File: config.mk
export PLATFORM = sky130hd
export DESIGN_NAME = dwin_xlate
export DESIGN_NICKNAME = d
export VERILOG_FILES = /design/src/rtl/dwin_pkg.sv /design/src/rtl/dwin_page_reg.sv /design/src/rtl/dwin_addr_map.sv /design/src/rtl/dwin_lane.sv /design/src/rtl/dwin_ctrl.sv /design/src/rtl/dwin_xlate.sv
export SDC_FILE = /design/constraint.sdc
export NUM_CORES = 1
export LEC_CHECK = 0
export ABC_AREA = 1
export BUFFER_PORTS_ARGS = -buffer_cell sky130_fd_sc_hd__buf_4
export CELL_PAD_IN_SITES_DETAIL_PLACEMENT = 1
export CELL_PAD_IN_SITES_GLOBAL_PLACEMENT = 2
export CORE_MARGIN = 2
export CORE_UTILIZATION = 19
export CTS_CLUSTER_SIZE = 20
export DETAILED_ROUTE_END_ITERATION = 16
export PLACE_DENSITY = 0.77
export SETUP_SLACK_MARGIN = 0.5
export SLEW_MARGIN = 20
export SYNTH_ARGS = -nofsm -noshare
export SYNTH_HDL_FRONTEND = slang
export SYNTH_SLANG_ARGS = --single-unit
File: constraint.sdc
create_clock -name clk -period 1.3 [get_ports clk]
set_clock_uncertainty 0.15 [all_clocks]
set_input_delay 0.26 -clock clk [delete_from_list [all_inputs] [get_ports clk]]
set_output_delay 0.26 -clock clk [all_outputs]
set_load 0.005 [all_outputs]
File: src/rtl/dwin_pkg.sv
package dwin_pkg;
  typedef enum logic {
    ST_IDLE  = 1'b0,
    ST_FETCH = 1'b1
  } dwin_state_e;
endpackage

File: src/rtl/dwin_page_reg.sv
module dwin_page_reg #(
  parameter int PGW = 8
) (
  input  logic           clk,
  input  logic           rst_n,
  input  logic           we,
  input  logic [PGW-1:0] wdata,
  output logic [PGW-1:0] q
);
  always_ff @(posedge clk or negedge rst_n) begin
    if (!rst_n)  q <= '0;
    else if (we) q <= wdata;
  end
endmodule

File: src/rtl/dwin_addr_map.sv
module dwin_addr_map #(
  parameter int AW  = 16,
  parameter int PGW = 8,
  localparam int PAW = PGW + AW - 1
) (
  input  logic [AW-1:0]  ea,
  input  logic [PGW-1:0] page,
  output logic           in_win,
  output logic [PAW-1:0] pm_addr
);
  // Top page bit dropped: window confined to lower half of program space.
  logic unused_page_msb;
  assign unused_page_msb = page[PGW-1];

  assign in_win  = ea[AW-1];
  assign pm_addr = {1'b0, page[PGW-2:0], ea[AW-2:1], 1'b0};
endmodule

File: src/rtl/dwin_lane.sv
module dwin_lane #(
  parameter int DW = 16,
  localparam int LANES = DW / 8,
  localparam int SW = (LANES > 1) ? $clog2(LANES) : 1
) (
  input  logic [DW-1:0] word,
  input  logic          byte_mode,
  input  logic [SW-1:0] sel,
  output logic [DW-1:0] data
);
  logic [7:0] lane [LANES];

  for (genvar i = 0; i < LANES; i++) begin : g_lane
    assign lane[i] = word[8*i +: 8];
  end

  always_comb begin
    if (byte_mode) data = {{(DW-8){1'b0}}, lane[sel]};
    else           data = word;
  end
endmodule

File: src/rtl/dwin_ctrl.sv
module dwin_ctrl
  import dwin_pkg::*;
#(
  parameter int DW = 16,
  parameter int PW = 24,
  parameter int SW = 1
) (
  input  logic          clk,
  input  logic          rst_n,
  input  logic          req_valid,
  input  logic          in_win,
  input  logic          req_byte,
  input  logic [SW-1:0] req_sel,
  output logic          req_ready,
  output logic          ram_rd,
  output logic          pm_rd,
  input  logic [PW-1:0] pm_rdata,
  output logic          rsp_valid,
  output logic          rsp_from_pm,
  output logic [DW-1:0] held_word,
  output logic          rsp_byte,
  output logic [SW-1:0] rsp_sel
);
  dwin_state_e st, st_nxt;
  logic        accept;

  logic unused_pm_hi;
  assign unused_pm_hi = ^pm_rdata[PW-1:DW];

  always_comb begin
    st_nxt    = st;
    req_ready = 1'b0;
    ram_rd    = 1'b0;
    pm_rd     = 1'b0;
    unique case (st)
      ST_IDLE: begin
        if (req_valid) begin
          if (in_win) begin
            pm_rd  = 1'b1;
            st_nxt = ST_FETCH;
          end else begin
            ram_rd    = 1'b1;
            req_ready = 1'b1;
          end
        end
      end
      ST_FETCH: begin
        req_ready = 1'b1;
        st_nxt    = ST_IDLE;
      end
      default: st_nxt = ST_IDLE;
    endcase
  end

  assign accept = req_valid && req_ready;

  always_ff @(posedge clk or negedge rst_n) begin
    if (!rst_n) begin
      st          <= ST_IDLE;
      rsp_valid   <= 1'b0;
      rsp_from_pm <= 1'b0;
      held_word   <= '0;
      rsp_byte    <= 1'b0;
      rsp_sel     <= '0;
    end else begin
      st          <= st_nxt;
      rsp_valid   <= ram_rd || (st == ST_FETCH);
      rsp_from_pm <= (st == ST_FETCH);
      if (st == ST_FETCH) held_word <= pm_rdata[DW-1:0];
      if (accept) begin
        rsp_byte <= req_byte;
        rsp_sel  <= req_sel;
      end
    end
  end
endmodule

File: src/rtl/dwin_xlate.sv
module dwin_xlate #(
  parameter int AW  = 16,
  parameter int DW  = 16,
  parameter int PW  = 24,
  parameter int PGW = 8
) (
  input  logic               clk,
  input  logic               rst_n,
  input  logic               pg_we,
  input  logic [PGW-1:0]     pg_wdata,
  input  logic               req_valid,
  output logic               req_ready,
  input  logic [AW-1:0]      req_addr,
  input  logic               req_byte,
  output logic               rsp_valid,
  output logic [DW-1:0]      rsp_data,
  output logic               ram_rd,
  output logic [AW-1:0]      ram_addr,
  input  logic [DW-1:0]      ram_rdata,
  output logic               pm_rd,
  output logic [PGW+AW-2:0]  pm_addr,
  input  logic [PW-1:0]      pm_rdata
);
  localparam int LANES = DW / 8;
  localparam int SW    = (LANES > 1) ? $clog2(LANES) : 1;

  logic [PGW-1:0] page_q;
  logic           in_win;
  logic           rsp_from_pm;
  logic [DW-1:0]  held_word;
  logic           rsp_byte;
  logic [SW-1:0]  rsp_sel;
  logic [DW-1:0]  rsp_word;

  dwin_page_reg #(.PGW(PGW)) u_page (
    .clk(clk), .rst_n(rst_n), .we(pg_we), .wdata(pg_wdata), .q(page_q)
  );

  dwin_addr_map #(.AW(AW), .PGW(PGW)) u_map (
    .ea(req_addr), .page(page_q), .in_win(in_win), .pm_addr(pm_addr)
  );

  dwin_ctrl #(.DW(DW), .PW(PW), .SW(SW)) u_ctrl (
    .clk(clk), .rst_n(rst_n),
    .req_valid(req_valid), .in_win(in_win), .req_byte(req_byte),
    .req_sel(req_addr[SW-1:0]), .req_ready(req_ready),
    .ram_rd(ram_rd), .pm_rd(pm_rd), .pm_rdata(pm_rdata),
    .rsp_valid(rsp_valid), .rsp_from_pm(rsp_from_pm),
    .held_word(held_word), .rsp_byte(rsp_byte), .rsp_sel(rsp_sel)
  );

  assign ram_addr = req_addr;
  assign rsp_word = rsp_from_pm ? held_word : ram_rdata;

  dwin_lane #(.DW(DW)) u_lane (
    .word(rsp_word), .byte_mode(rsp_byte), .sel(rsp_sel), .data(rsp_data)
  );
endmodule

==> results by group, run 1 <==
Status
  – Status: complete, but fails checks
  – Failing checks: hold timing, setup timing

Route
  – DRC Markers: 0
  – DR vias: 1641
  – Drt first pass iters: 3
  – DRT antenna net count: 0
  – Wirelength per Cell: 13.7 µm
  – Initial DRC Count: 57
  – Total Wirelength: 5510 µm
  – Drt via density: 4.07

Cells and area
  – Final nets: 365
  – ANT cells: 0
  – Share of cells above drive strength 1: 0.593
  – Most frequent cells in the layout: buf_4 (69), nand2_1 (62), dfrtp_1 (24)
  – Utilization after layout: 0.327
  – Layout Area Growth over Synthesis: 67.2%
  – Most common cell after layout, fill and taps aside: buf_4
  – Layout Cells excl Fill: 403
  – Filler cells: 1014

Logic synthesis
  – Average size of a mapped cell: 7.44 µm²
  – #FFs+latches synth: 28
  – Distinct cells, synth: 18
  – Top cell type's share of synthesized area: 0.411
  – Dominant cells by area after synthesis: dfrtp_1 (41%), nand2_1 (21%), buf_4 (14%)
  – Register area share after synthesis: 0.411
  – Synth area leader: dfrtp_1
  – Yosys Warn Count: 0
  – Mapped Cells: 229
  – Mapped cell area: 1700 µm²

Floorplan
  – Row cnt: 34
  – Core area: 8720 µm²
  – Die W: 98.7 µm
  – Initial Utilization: 0.195
  – Die height: 98.7 µm
  – Num ports: 128
  – DIE AREA: 9740 µm²

Power
  – Clock power frac: 0.266
  – Sw power: 0.793 mW
  – Combinational share of power: 0.339
  – Sw Ratio: 0.295
  – Leak: 1.49 nW
  – Pwr dens: 943 nW/µm²
  – Int Pwr: 1.89 mW
  – Part of the power in registers: 0.395
  – Overall power: 2.69 mW
  – VDD IR max: 387 µV

Run
  – Max-cap violation count: 0

Timing
  – Post-layout worst setup margin: -0.457 ns
  – Setup repair after global routing missed its margin: true
  – Final setup fails: 32
  – Worst Hold Margin: -0.258 ns
  – Final min period: 1.76 ns
  – Final hold vios: 28
  – Crit share post-route: 1.35
  – Max-slew violations: 0
  – Fmax: 569 MHz

CTS
  – Clk Tree Root Cell: clkbuf_8
  – H-tree lvl count: 1
  – Clock buffers created by TritonCTS: 3
  – Clk_lat worst skew: 0.27 ns
  – Clock sink count: 28
  – CTS clk-pin slew, worst paths: 0.11 ns
  – Clk buf depth: 2
  – CTS tree: done

Min path
  – Worst Hold Class: in2async

GRT
  – First-pass GRT wire length: 8470 µm
  – Vias in the first global route: 1769
  – GRT Overall Usage: 0.108
  – GRT Residual Overflow: 0
  – Largest net degree at the start of global routing: 29
  – Initial antenna violation count: 0

Worst setup path
  – CP Data Required Time: 0.89 ns
  – Worst endpoint data arrival time: 1.35 ns
  – Critical Path Sink Type: primary output
  – Reg-to-Reg Start: u_ctrl.st
  – WS Path Type: reg2out
  – Critical path origin: u_ctrl.rsp_from_pm
  – CP max FO: 6
  – CP startpoint kind: register

Place
  – Placed cells: 385
  – IO buf count: 74
  – Gpl congestion: 0.721
  – DP HPWL: 3780 µm
  – DP Worst Slack: -0.182 ns
## power by group through the flow
stage	combinational [mW]	sequential (mW)	clock, mW
after floorplan	0.396	1.05	0
after global placement	0.674	1.07	0
after detailed placement	0.689	1.07	0
after CTS	0.770	1.06	0.755
after global routing	1.01	1.08	0.804
final	0.910	1.06	0.716
## state kept, by name (all words and copies together), names as in the netlist
| register | flops |
|---|---|
| u_ctrl.held_word | 16 |
| u_page.q | 7 |
| u_ctrl.rsp_byte | 1 |
| u_ctrl.rsp_from_pm | 1 |
| u_ctrl.rsp_sel | 1 |
| u_ctrl.rsp_valid | 1 |
| u_ctrl.st | 1 |
## per-stage QoR
stage,TNS (ns),cell area (µm²)
6_report,-7.56,2850
5_1_grt,-10.03,2850
4_1_cts,-7.61,2500
3_5_place_dp,-2.38,2230
3_3_place_gp,-2.06,2230
2_1_floorplan,0,1770
## cell families (layout without fill, tap and decap cells)
kind of cell    after synthesis  count (layout)  share of synthesized area
buf+inv                      60             125                      0.231
other cells                   1               2                    0.00220
flops                        28              28                      0.411
compound gates               20              20                     0.0588
simple gates                120             120                      0.296
## layer usage
layer  global-route usage  up-vias  share of wire
met5                    0        -              0
met4               0.0242        0         0.0034
met3               0.0340        2          0.074
met2                0.188       52           0.51
met1                0.132      788           0.41
li1                     -      799              -
## what timing repair did
action | 4_1_cts | 5_1_grt
gates cloned | 1 | 3
endpoints found under the hold margin | 28 | 31
gates resized for setup | 38 | 82
buffers inserted | 6 | 4
setup endpoints to repair | 50 | 56
pin swaps | 1 | 17
## synthesized netlist by cell type, drive strengths merged
cell	n
conb	1
dfrtp	28
nand3	12
a21oi	9
nor2	4
o21ai	11
inv	20
nor3	2
buf	40
nand2	102
## worst paths after layout
| path | depth (start not counted) | slack (ns) | to |
|---|---|---|---|
| max | 7 | -0.46 | rsp_data[0] |
| min | 1 | -0.26 | u_ctrl.held_word[3] |
| max reg2reg | 6 | -0.06 | u_ctrl.held_word[9] |
| min reg2reg | 2 | 0.33 | u_ctrl.held_word[6] |
| max in group asynchronous | 1 | 0.93 | u_ctrl.rsp_from_pm |
| min in group clk | 3 | 0.01 | u_ctrl.held_word[7] |
## worst max-delay path, cell delays in order, from the launching register on
cell and delay (ns):
dfrtp_2 0.43, clkinv_4 0.12, buf_8 0.17, nand2_4 0.06, nand3_2 0.07, nand2_1 0.07
inv_1 0.05, buf_6 0.10
## final cells by class
| class | count | area, µm² | area share |
|---|---|---|---|
| timing repair buffer | 101 | 968 | 0.340 |
| multi-input combinational | 142 | 882 | 0.310 |
| clock buffer | 3 | 41.3 | 0.0145 |
| sequential | 28 | 706 | 0.248 |
| tap | 108 | 135 | 0.0475 |
| clock inverter | 1 | 30.0 | 0.0105 |
| inverter | 20 | 85.1 | 0.0299 |
(Power assumes the default switching activity.)
==> run 2: changes to the inputs <==
--- a/config.mk
+++ b/config.mk
@@ -14,6 +14,7 @@
 export CTS_CLUSTER_SIZE = 20
 export DETAILED_ROUTE_END_ITERATION = 16
 export PLACE_DENSITY = 0.77
+export REMOVE_ABC_BUFFERS = 1
 export SETUP_SLACK_MARGIN = 0.5
 export SLEW_MARGIN = 20
 export SYNTH_ARGS = -nofsm -noshare
==> run 2 against run 1 <==
Fmax grew 1.8%. The run still ends with hold timing, setup timing left. Design area decreased by 8.1%. Largest power group unchanged. Critical endpoint is now rsp_data[7]. Sequential power about the same. Die area is the same. Critical path type unchanged. Worst hold slack worse by 0.0031 ns. Register-to-register slack worse by 0.09 ns.
==> results by group, run 2 (synthesis results as in run 1) <==
Timing
  – Max-slew violations: 0 (unchanged)
  – Worst Hold Margin: -0.261 ns (-0.00310 ns)
  – Crit share post-route: 1.33 (-0.0238)
  – Post-layout worst setup margin: -0.426 ns (+0.0309 ns)
  – Setup repair after global routing missed its margin: true
  – Final min period: 1.73 ns (-0.0309 ns)
  – Fmax: 579 MHz (+1.8%)
  – Sum Neg Setup Slack: -9.12 ns (-1.56 ns)
  – Final setup fails: 38 (+19%)
  – Final hold vios: 28 (unchanged)

Place
  – Placed cells: 380 (-1.3%)
  – DP HPWL: 4030 µm (+6.6%)
  – Placed Area: 2170 µm² (-2.9%)
  – IO buf count: 74 (unchanged)
  – Gpl congestion: 0.671 (-7.0%)

Floorplan
  – DIE AREA: 9740 µm² (unchanged)
  – Die height: 98.7 µm (unchanged)
  – Initial Utilization: 0.195 (unchanged)
  – Row cnt: 34 (unchanged)
  – Num ports: 128 (unchanged)
  – Core area: 8720 µm² (unchanged)
  – Die W: 98.7 µm (unchanged)

Route
  – DR vias: 1639 (-0.12%)
  – Total Wirelength: 5860 µm (+6.3%)
  – DRC Markers: 0 (unchanged)
  – Drt via density: 4.14 (+1.6%)
  – DRT antenna net count: 0 (unchanged)
  – Wirelength per Cell: 14.8 µm (+8.2%)
  – Initial DRC Count: 22 (-61%)
  – Drt first pass iters: 4 (+1)

Worst setup path
  – Worst endpoint data arrival time: 1.32 ns (-0.03 ns)
  – WS Path Type: reg2out
  – Reg-to-reg setup timing slack: -0.15 ns (-0.09 ns)
  – CP max FO: 15 (+9)
  – Critical Path Sink Type: primary output
  – CP startpoint kind: register
  – CP Data Required Time: 0.89 ns (about the same)
  – Worst Reg-to-Reg Cells: 7 (+1)

GRT
  – Vias in the first global route: 1735 (-1.9%)
  – GRT Overall Usage: 0.116 (+0.00787)
  – Initial antenna violation count: 0 (unchanged)
  – Largest net degree at the start of global routing: 29 (unchanged)
  – GRT Residual Overflow: 0 (unchanged)
  – First-pass GRT wire length: 8910 µm (+5.1%)

Cells and area
  – Most common cell after layout, fill and taps aside: buf_4
  – Layout Area Growth over Synthesis: 53.6%
  – Most flop-heavy register: u_ctrl.held_word
  – Share of cells above drive strength 1: 0.542 (-0.0516)
  – Final nets: 358 (-1.9%)
  – Layout Cells excl Fill: 396 (-1.7%)
  – Sequential cell area: 704 µm² (-0.18%)
  – Final Instance Area: 2620 µm² (-8.1%)
  – ANT cells: 0 (unchanged)
  – Utilization after layout: 0.300 (-0.0265)
  – Max reg flops: 16 (unchanged)
  – Most frequent cells in the layout: buf_4 (70), nand2_1 (63), nand2_2 (36)
  – Biggest regs: u_ctrl.held_word (16), u_page.q (7)
  – Filler cells: 1061 (+4.6%)
  – Area taken by multi-input logic gates: 758 µm² (-14%)

Status
  – Status: complete, but fails checks
  – Failing checks: hold timing, setup timing

CTS
  – CTS clk-pin slew, worst paths: 0.11 ns (about the same)
  – Clock buffers created by TritonCTS: 3 (unchanged)
  – Clk buf depth: 2 (unchanged)
  – CTS tree: done
  – Clock sink count: 28 (unchanged)
  – Clk_lat worst skew: 0.28 ns (about the same)
  – Clk Tree Root Cell: clkbuf_8
  – H-tree lvl count: 1 (unchanged)

Min path
  – Worst Hold Class: in2async

Run
  – Max-cap violation count: 0 (unchanged)

Power
  – VDD IR max: 425 µV (+9.6%)
  – Pwr dens: 991 nW/µm² (+5.1%)
  – Leak: 1.35 nW (-9.6%)
[run 2: changes by cell type in the layout (fill, tap and decap cells not counted), moves of 4 or more]
cell	change
nand2_2	+14
nand3_1	+8
buf_6	-5
nand2_4	-15
nand3_2	-8
a21oi_2	-4
a21oi_1	+4
[run 2: what timing repair did]
action,in CTS,in global routing
gates cloned,1,2
endpoints found under the hold margin,28,28
pin swaps,4,5
resized for setup,50,40
buffers inserted,5,4
endpoints found under the setup margin,50,56
[run 2: critical path, cell delays in order (launching register included)]
cell,delay [ns]
dfrtp_2,0.47
buf_12,0.17
nand2_2,0.06
nand3_1,0.09
nand2_1,0.08
inv_1,0.04
buf_4,0.12
[run 2: cell type report]
type / count / area share
Tap cell: 108 / 0.0517
Clock inverter: 1 / 0.0115
Clock buffer: 3 / 0.0158
Inverter: 20 / 0.0316
Sequential cell: 28 / 0.269
Multi-Input combinational cell: 142 / 0.290
Timing Repair Buffer: 94 / 0.330
[run 2: per-layer routing]
layer | GRT usage | vias to the layer above | routed length, µm
li1 | - | 785 | -
met1 | 0.126 | 768 | 2220
met2 | 0.199 | 78 | 2910
met3 | 0.0709 | 5 | 662
met4 | 0.00948 | 3 | 20
met5 | 0.0359 | - | 42
[run 2: metrics by stage]
step / power [mW] / setup WS [ns]
finish: 2.59 / -0.426
detailed placement: 1.73 / -0.170
global route: 2.78 / -0.526
floorplan: 1.31 / -0.188
CTS: 2.58 / -0.463
global placement: 1.71 / -0.147
[run 2: power by group]
part / total (mW) / switching [mW] / internal, mW
combinational: 0.798 / 0.357 / 0.441
sequential: 1.07 / 0.0907 / 0.983
clock: 0.722 / 0.309 / 0.413
[run 2: path summary, 6_finish.rpt]
check                                     start                   end
hold reg to reg            u_ctrl.held_word[12]  u_ctrl.held_word[12]
setup reg to reg                      u_ctrl.st   u_ctrl.held_word[4]
setup / recovery             u_ctrl.rsp_from_pm           rsp_data[7]
hold / removal                            rst_n   u_ctrl.held_word[4]
max in group asynchronous                 rst_n        u_ctrl.rsp_sel
min in group clk                   pm_rdata[12]  u_ctrl.held_word[12]
